## config.mk

```make
export PLATFORM = sky130hd
export DESIGN_NAME = irq_vector_ctrl
export DESIGN_NICKNAME = d
export VERILOG_FILES = /design/src/rtl/irq_vec_pkg.sv /design/src/rtl/irq_edge_sync.sv /design/src/rtl/irq_prio_arb.sv /design/src/rtl/irq_vector_ctrl.sv
export SDC_FILE = /design/constraint.sdc
export NUM_CORES = 1
export LEC_CHECK = 0
export ABC_AREA = 0
export BUFFER_PORTS_ARGS = -buffer_cell sky130_fd_sc_hd__buf_4
export CAP_MARGIN = 25
export CORE_MARGIN = 5
export CORE_UTILIZATION = 46
export CTS_CLUSTER_DIAMETER = 30
export DETAILED_ROUTE_END_ITERATION = 10
export HOLD_SLACK_MARGIN = 0.02
export PLACE_DENSITY = 0.78
export RECOVER_POWER = 25
export SKIP_LAST_GASP = 1
export SYNTH_ARGS = -nofsm -noshare
export SYNTH_HDL_FRONTEND = slang
export SYNTH_HIERARCHICAL = 1
export SYNTH_SLANG_ARGS = --single-unit
```

## constraint.sdc

```tcl
create_clock -name clk -period 2.44 [get_ports clk]
set_input_delay 0.122 -clock clk [delete_from_list [all_inputs] [get_ports clk]]
set_output_delay 0.122 -clock clk [all_outputs]
set_load 0.02 [all_outputs]
```

## src/rtl/irq_vec_pkg.sv

```systemverilog
`timescale 1ns/1ps
package irq_vec_pkg;
  localparam int NSRC  = 7;   // index 0 is the non-maskable conversion-done source
  localparam int VEC_W = 8;

  typedef enum logic [2:0] {
    SRC_ADC = 3'd0, SRC_EXT0 = 3'd1, SRC_EXT1 = 3'd2, SRC_TMR0 = 3'd3,
    SRC_TMR1 = 3'd4, SRC_TBASE = 3'd5, SRC_RTC = 3'd6
  } irq_src_e;

  // Maskable source i branches to 4*i; conversion-done owns the top slot.
  function automatic logic [VEC_W-1:0] src_vector(input int idx);
    if (idx == int'(SRC_ADC)) return VEC_W'(8'h1C);
    return VEC_W'(4 * idx);
  endfunction
endpackage

```

## src/rtl/irq_edge_sync.sv

```systemverilog
`timescale 1ns/1ps
module irq_edge_sync #(
  parameter int STAGES  = 2,
  parameter bit FALLING = 1'b0
) (
  input  logic clk,
  input  logic rst_n,
  input  logic pin,
  output logic edge_o
);
  logic [STAGES-1:0] sync_q;
  logic              last_q;

  always_ff @(posedge clk) begin
    if (!rst_n) begin
      sync_q <= {STAGES{FALLING}};
      last_q <= FALLING;
    end else begin
      sync_q <= {sync_q[STAGES-2:0], pin};
      last_q <= sync_q[STAGES-1];
    end
  end

  generate
    if (FALLING) begin : g_fall
      assign edge_o = last_q & ~sync_q[STAGES-1];
    end else begin : g_rise
      assign edge_o = ~last_q & sync_q[STAGES-1];
    end
  endgenerate
endmodule

```

## src/rtl/irq_prio_arb.sv

```systemverilog
`timescale 1ns/1ps
module irq_prio_arb
  import irq_vec_pkg::*;
#(
  parameter int N = NSRC
) (
  input  logic [N-1:0]     req,
  output logic             any,
  output logic [N-1:0]     grant,
  output logic [VEC_W-1:0] vec
);
  always_comb begin
    logic found;
    found = 1'b0;
    grant = '0;
    vec   = '0;
    for (int i = 0; i < N; i++) begin
      if (req[i] && !found) begin
        found    = 1'b1;
        grant[i] = 1'b1;
        vec      = src_vector(i);
      end
    end
    any = found;
  end
endmodule

```

## src/rtl/irq_vector_ctrl.sv

```systemverilog
`timescale 1ns/1ps
module irq_vector_ctrl
  import irq_vec_pkg::*;
#(
  parameter int       STACK_DEPTH = 8,
  parameter int       SYNC_STAGES = 2,
  parameter bit [1:0] EXT_FALL    = 2'b01,
  localparam int      LVL_W       = $clog2(STACK_DEPTH + 1)
) (
  input  logic             clk,
  input  logic             rst_n,
  input  logic [1:0]       ext_in,
  input  logic             tmr0_ovf,
  input  logic             tmr1_ovf,
  input  logic             tbase_tick,
  input  logic             rtc_tick,
  input  logic             adc_busy,
  input  logic             reg_wr_en,
  input  logic             reg_wr_sel,
  input  logic [7:0]       reg_wr_data,
  output logic [7:0]       reg0_q,
  output logic [7:0]       reg1_q,
  input  logic [LVL_W-1:0] stack_level,
  output logic             call_valid,
  input  logic             call_ready,
  output logic [VEC_W-1:0] call_vector
);
  logic            gie_q, gie_n;
  logic [NSRC-1:0] en_q, en_n;      // en[0] is the conversion-done enable
  logic [NSRC-1:1] flg_q, flg_n;
  logic            adc_pend_q, adc_pend_n;
  logic            adc_prev_q;
  logic [1:0]      ext_edge;
  logic [NSRC-1:0] hw_set, req, grant;
  logic            stack_full, accept;

  for (genvar k = 0; k < 2; k++) begin : g_ext
    irq_edge_sync #(.STAGES(SYNC_STAGES), .FALLING(EXT_FALL[k])) u_sync (
      .clk(clk), .rst_n(rst_n), .pin(ext_in[k]), .edge_o(ext_edge[k])
    );
  end

  always_ff @(posedge clk) begin
    if (!rst_n) adc_prev_q <= 1'b0;
    else        adc_prev_q <= adc_busy;
  end

  assign hw_set = {rtc_tick, tbase_tick, tmr1_ovf, tmr0_ovf, ext_edge,
                   adc_prev_q & ~adc_busy & en_q[SRC_ADC]};

  assign stack_full = stack_level >= LVL_W'(STACK_DEPTH);

  always_comb begin
    req[SRC_ADC] = adc_pend_q & en_q[SRC_ADC];
    for (int i = 1; i < NSRC; i++)
      req[i] = gie_q & en_q[i] & flg_q[i] & ~stack_full;
  end

  irq_prio_arb #(.N(NSRC)) u_arb (
    .req(req), .any(call_valid), .grant(grant), .vec(call_vector)
  );

  assign accept = call_valid & call_ready;

  // Register view: sources 1..3 in register 0, sources 4..6 in register 1.
  always_comb begin
    reg0_q    = '0;
    reg1_q    = '0;
    reg0_q[0] = gie_q;
    reg0_q[7] = en_q[SRC_ADC];
    for (int i = 1; i <= 3; i++) begin
      reg0_q[i]     = en_q[i];
      reg0_q[i + 3] = flg_q[i];
    end
    for (int i = 4; i < NSRC; i++) begin
      reg1_q[i - 4] = en_q[i];
      reg1_q[i]     = flg_q[i];
    end
  end

  always_comb begin
    gie_n      = gie_q;
    en_n       = en_q;
    flg_n      = flg_q;
    adc_pend_n = adc_pend_q;
    if (reg_wr_en && !reg_wr_sel) begin
      gie_n         = reg_wr_data[0];
      en_n[SRC_ADC] = reg_wr_data[7];
      for (int i = 1; i <= 3; i++) begin
        en_n[i]  = reg_wr_data[i];
        flg_n[i] = reg_wr_data[i + 3];
      end
    end
    if (reg_wr_en && reg_wr_sel) begin
      for (int i = 4; i < NSRC; i++) begin
        en_n[i]  = reg_wr_data[i - 4];
        flg_n[i] = reg_wr_data[i];
      end
    end
    if (accept) begin
      if (|grant[NSRC-1:1]) gie_n = 1'b0;
      flg_n      = flg_n & ~grant[NSRC-1:1];
      adc_pend_n = adc_pend_n & ~grant[SRC_ADC];
    end
    flg_n      = flg_n | hw_set[NSRC-1:1];
    adc_pend_n = adc_pend_n | hw_set[SRC_ADC];
  end

  always_ff @(posedge clk) begin
    if (!rst_n) begin
      gie_q      <= 1'b0;
      en_q       <= '0;
      flg_q      <= '0;
      adc_pend_q <= 1'b0;
    end else begin
      gie_q      <= gie_n;
      en_q       <= en_n;
      flg_q      <= flg_n;
      adc_pend_q <= adc_pend_n;
    end
  end
endmodule

```

## Yosys cells after proc, flatten, opt, wreduce, memory -nomap -nowiden

Cells that the tools add are included.

| word-level totals | value |
|---|---|
| input port bits | 24 |
| register bits after elaboration | 22 |
| output and inout bits | 25 |
| word-level logic and storage cells | 90 |

| cells by class | value |
|---|---|
| bitwise operators | 34 |
| order comparisons | 1 |
| mux-type cells | 29 |
| reduce and logical (&&, ||, !) cells | 16 |

Operators by type and width:

| kind | number |
|---|---|
| $mux 8 | 7 |
| $and 1x1->1 | 25 |
| $mux 1 | 18 |
| $logic_and 1x1->1 | 8 |
| $logic_not 1->1 | 7 |
| $and 6x6->6 | 1 |
| $mux 3 | 2 |
| $mux 6 | 1 |
| $not 6->6 | 1 |
| $or 6x6->6 | 1 |
| $reduce_or 6->1 | 1 |
| $mux 5 | 1 |
| $not 1->1 | 5 |
| $ge 4x4->1 const B | 1 |
| $or 1x1->1 | 1 |

## Longest topological paths before layout

| logic depth | value |
|---|---|
| depth in word-level cells | 24 |
| gate-level depth with buffers | 8 |
| depth with buffers taken out | 8 |

## Modules after synthesis

Netlist, hierarchy kept.

Modules (own cells, without submodules):

| module | seq. area each (um^2) | cells an instance | instances | area an instance (um^2) |
|---|---|---|---|---|
| irq_vector_ctrl | 320.3 | 100 | 1 | 788.3 |
| irq_prio_arb | 0.0 | 26 | 1 | 162.7 |
| irq_edge_sync at g_ext[1].u_sync | 60.1 | 7 | 1 | 92.6 |
| irq_edge_sync at g_ext[0].u_sync | 60.1 | 7 | 1 | 85.1 |

## Least setup slack after synthesis

No wires, ideal clock.

| path | value |
|---|---|
| path type | register to register |
| start | register gie_q |
| end | register gie_q |
| arrival | 1.786 ns |
| period minus slack after synthesis | 1.873 ns |
| setup time | 0.087 ns |
| path slack | 0.567 ns |
| buffers on the path | 0 |
| cell stages (with the launch flop) | 8 |
| data required time | 2.353 ns |
| path through | dfxtp_1 nor2b_1 and3_1 nor4_2 nand3b_1 nand2_1 a21oi_1 nor4b_2 |

| on the way | value |
|---|---|
| elaborated cells on any way between the ends | 46 |
| classes of those cells | mux (15); bitwise (19); reduce/logical (12) |

RTL lines:

| what | RTL line | source |
|---|---|---|
| start: declaration | irq_vector_ctrl.sv:28 | `logic gie_q, gie_n;` |
| start signal: assignment | irq_vector_ctrl.sv:116 | `gie_q <= gie_n;` |
| $and 1x1->1 * (3 in a row) | irq_vector_ctrl.sv:56 | `req[i] = gie_q & en_q[i] & flg_q[i] & ~stack_full;` |
| named net req[1] | irq_vector_ctrl.sv:34 | `logic [NSRC-1:0] hw_set, req, grant;` |
| $logic_and 1x1->1 * | irq_prio_arb.sv:18 | `if (req[i] && !found) begin` |
| $mux 1 * | irq_prio_arb.sv:18 |  |
| $logic_not 1->1 | irq_prio_arb.sv:18 |  |
| $logic_and 1x1->1 | irq_prio_arb.sv:18 |  |
| $mux 1 * | irq_prio_arb.sv:18 |  |
| $logic_not 1->1 | irq_prio_arb.sv:18 |  |
| [... 6 more ...] | - |  |
| $logic_and 1x1->1 | irq_prio_arb.sv:18 |  |
| $mux 1 * | irq_prio_arb.sv:18 |  |
| $logic_not 1->1 | irq_prio_arb.sv:18 |  |
| $logic_and 1x1->1 | irq_prio_arb.sv:18 |  |
| $mux 1 * | irq_prio_arb.sv:18 |  |
| named net call_valid | irq_vector_ctrl.sv:24 | `output logic call_valid,` |
| $and 1x1->1 * | irq_vector_ctrl.sv:63 | `assign accept = call_valid & call_ready;` |
| $mux 1 * | irq_vector_ctrl.sv:100 | `if (accept) begin` |

The timed path passes the listed nets; every way through them passes the cells marked *.
A chain may end at the register's enable or synchronous reset.

## Final worst setup path

| path | value |
|---|---|
| start | register gie_q |
| end | register gie_q |

| on the way | value |
|---|---|
| elaborated cells on any way between the ends | 46 |
| classes of those cells | mux (15); bitwise (19); reduce/logical (12) |

RTL lines:

| what | RTL line | source |
|---|---|---|
| $and 1x1->1 * (3 in a row) | irq_vector_ctrl.sv:56 |  |
| named net req[1] | irq_vector_ctrl.sv:34 |  |
| $logic_and 1x1->1 * | irq_prio_arb.sv:18 |  |
| $mux 1 * | irq_prio_arb.sv:18 |  |
| $logic_not 1->1 | irq_prio_arb.sv:18 |  |
| $logic_and 1x1->1 | irq_prio_arb.sv:18 |  |
| $mux 1 * | irq_prio_arb.sv:18 |  |
| $logic_not 1->1 | irq_prio_arb.sv:18 |  |
| [... 4 more ...] | - |  |
| $mux 1 * | irq_prio_arb.sv:18 |  |
| $logic_not 1->1 * | irq_prio_arb.sv:18 |  |
| $logic_and 1x1->1 * | irq_prio_arb.sv:18 |  |
| $mux 1 * | irq_prio_arb.sv:18 |  |
| named net grant[5] | irq_vector_ctrl.sv:34 |  |
| $reduce_or 6->1 * | irq_vector_ctrl.sv:101 | `if (\|grant[NSRC-1:1]) gie_n = 1'b0;` |
| $mux 1 * | irq_vector_ctrl.sv:101 |  |
| $mux 1 * | irq_vector_ctrl.sv:100 |  |

Marks and branches as above.

==> flow_metrics.py <==
metrics = {
    "yosys": {
        "ys_warn_count": 6,
        "synthFlopType": "dfxtp_1",
        "synth_cells": 140,
        "synthTopCellsByArea": "dfxtp_1 39%, buf_4 6.7%, nand2_1 6.7%, nand2b_1 5.5%, a21boi_0 5.3%",
        "syn_area_mm2": 0.00113,
        "synth-compound-area-share": 0.151,
        "yosysMostFrequentCell": "dfxtp_1",
        "synthAdderAreaFrac": 0,
        "synth_top_cells_by_count": "22 x dfxtp_1, 20 x nand2_1, 10 x buf_4, 10 x nand2b_1, 9 x nor2_1",
        "yosysSeqAreaShare": 0.390,
        "yosys.area_share.simple": 0.361,
        "async_flop_share": 0,
        "synth.top_cell.area_share": 0.390,
        "ys_ff_latch": 22,
        "synth.area.mux_share": 0,
        "synth_cell_types": 29,
        "avgSynthCellArea_um2": 8.06,
        "synth-edff-count": 0,
        "synth_top_family_by_area": "simple AND/OR/NAND/NOR gates",
        "synth_xor_area_frac": 0,
        "synth_top_area_cell": "dfxtp_1",
    },
    "place": {
        "hpwl_um": 2190,
        "io_buffers": 38,
        "gp_congestion": 0.825,
        "post-place-ws_ns": 0.278,
        "postPlaceCellArea_mm2": 0.00139,
    },
    "floorplanning": {
        "num_io_pins": 49,
        "num_rows": 18,
        "die_h_um": 59.5,
        "initial_core_util": 0.468,
        "dieArea_mm2": 0.00354,
        "dieWidth_um": 59.5,
        "core_area_mm2": 0.00241,
    },
    "timing": {
        "post-route-period-util": 0.905,
        "slew_violations": 0,
        "rsz0062_at_grt": "false",
        "slew_headroom": 0.598,
        "skew_ns": 0.00257,
        "tightest_slew_ns": 0.602,
        "final_hold_viol_count": 0,
        "fmax_mhz": 453,
        "timing.setup.tns_ns": 0,
        "setup_ws_ns": 0.232,
        "period_needed_ns": 2.21,
        "setup_viol": 0,
    },
    "setup_path": {
        "critPathMaxFanout": 6,
        "critical_path_required_ns": 2.65,
        "r2r-end": "gie_q$_SDFF_PN0_",
        "crit_type": "flop to flop",
        "r2r-start": "gie_q$_SDFF_PN0_",
        "cp_data_arrival_time_ns": 2.42,
        "cp-end-kind": "flop",
        "ff2ff_path_depth": 7,
        "critPathLaunchType": "flop",
        "r2r_slack_ns": 0.23,
    },
    "global_routing": {
        "grt_overflow": 0,
        "grtUsageTotal": 0.167,
        "grt_pass1_vias": 1025,
        "grt_antenna_before_repair": 0,
        "grt_max_degree": 23,
        "grt_pass1_wl_um": 4550,
    },
    "drt": {
        "wirelength_um": 2770,
        "ant_nets": 0,
        "detail_route.wl_per_cell_um": 13.3,
        "drc_errors": 0,
        "routed-via-count": 1048,
        "dr.pass1.iters": 4,
        "dr.first_iter.drc_count": 27,
        "via_per_inst": 5.04,
    },
    "pwr": {
        "pwr_density_cell_mw_per_mm2": 495,
        "power_leakage_nw": 0.659,
        "irDropWorstVdd_v": 0.000327,
    },
    "clock_network": {
        "htree_num_levels": 1,
        "insertion_delay_ns": 0.30,
        "numCtsBuffers": 3,
        "clkSinkCount": 22,
        "cts_tree": "yes",
        "cts-resized-gates": 0,
        "path_clk_slew_ns": 0.12,
        "clock_path_buffers": 2,
        "clock-root-buffer": "clkbuf_4",
    },
    "min_path": {
        "hold_path_end": "flg_q[6]$_SDFF_PN0_",
        "hp-class": "input port to flop",
        "worst_hold_startpoint": "rtc_tick",
        "hold_depth": 3,
    },
    "status": {
        "status": "complete, no violations",
    },
    "finish": {
        "drive_gt1_frac": 0.275,
        "fin_nets": 203,
        "postLayoutCellArea_mm2": 0.00145,
        "num_antenna_cells": 0,
        "area_delta_synth_final_pct": 28.7,
    },
    "run": {
        "max_cap_viol_count": 0,
    },
}
cell families after synthesis:
family	Yosys count
buffers and inverters	17
AND/OR/NAND/NOR	73
flip-flops	22
other	2
AO/OA/AOI/OAI	26
state kept, by name, summed over array words and instances, names as in the netlist:
name and flops:
g_ext.u_sync/last_q 2, flg_q 6, gie_q 1, g_ext.u_sync/sync_q 4, adc_prev_q 1, en_q 7
adc_pend_q 1
how the worst max path moves through the flow:
stage	start	end	slack, ns	depth (start not counted)
finish	gie_q$_SDFF_PN0_	gie_q$_SDFF_PN0_	0.23	7
detailed placement	gie_q$_SDFF_PN0_	gie_q$_SDFF_PN0_	0.28	7
CTS	gie_q$_SDFF_PN0_	gie_q$_SDFF_PN0_	0.23	7
global placement	gie_q$_SDFF_PN0_	gie_q$_SDFF_PN0_	0.37	7
global route	gie_q$_SDFF_PN0_	gie_q$_SDFF_PN0_	0.02	7
floorplan	gie_q$_SDFF_PN0_	gie_q$_SDFF_PN0_	0.57	7
layout by cell type (no fill, tap or decap), types with 2 or more instances in the layout:
cell type | Yosys | final
o21ai_0 | 7 | 7
nor2b_1 | 5 | 5
clkbuf_4 | 0 | 5
and2_1 | 6 | 5
and3_2 | 3 | 3
dlygate4sd3_1 | 0 | 3
and3_1 | 8 | 8
dfxtp_1 | 22 | 22
conb_1 | 2 | 7
buf_4 | 10 | 36
a21oi_1 | 2 | 2
nand2b_1 | 10 | 10
o21bai_1 | 2 | 2
nand2_1 | 20 | 20
a211oi_1 | 3 | 3
a31oi_1 | 3 | 3
nor2_1 | 9 | 9
nand3_1 | 4 | 4
a21boi_0 | 8 | 8
inv_1 | 5 | 5
worst max-delay path: stages (launching register included):
cell,delay [ns]
dfxtp_1,0.39
nor2b_1,0.38
and3_1,0.32
nor4_2,0.09
and3_1,0.20
nor4_1,0.27
a21oi_1,0.14
nor4b_2,0.32
cell type report:
type / instances / area, µm²
Tap cell: 30 / 37.5
Sequential cell: 22 / 440
Timing Repair Buffer: 41 / 315
Clock buffer: 4 / 36.3
Fill cell: 226 / 957
Inverter: 5 / 18.8
Multi-Input combinational cell: 106 / 604
through the flow:
stage	instances	util	hold slack, ns	power (mW)
finish	208	0.603	0.0440	0.718
detailed placement	201	0.575	0.310	0.526
floorplan	145	-	0.195	0.472
global route	208	0.603	0.0532	0.759
global placement	201	0.575	0.307	0.522
CTS	207	0.599	0.0228	0.725
timing repair:
item / 4_1_cts / 5_1_grt
buffers inserted: 0 / 0
hold endpoints to repair: 2 / 1
hold buffers: 2 / 1
per-layer routing:
metal | GRT usage | wire length [µm] | share of wire
met5 | 0 | 0 | 0
met4 | 0.0633 | 25 | 0.0090
met3 | 0.0305 | 145 | 0.052
met2 | 0.300 | 1430 | 0.52
met1 | 0.196 | 1170 | 0.42
report_power, final:
group | switching [mW] | internal (mW) | leakage (nW)
Sequential | 0.0122 | 0.378 | 0.181
Combinational | 0.0692 | 0.0615 | 0.456
Clock | 0.106 | 0.0910 | 0.0210
Total | 0.188 | 0.531 | 0.659
Note: power is estimated with default switching activity, not from simulation.
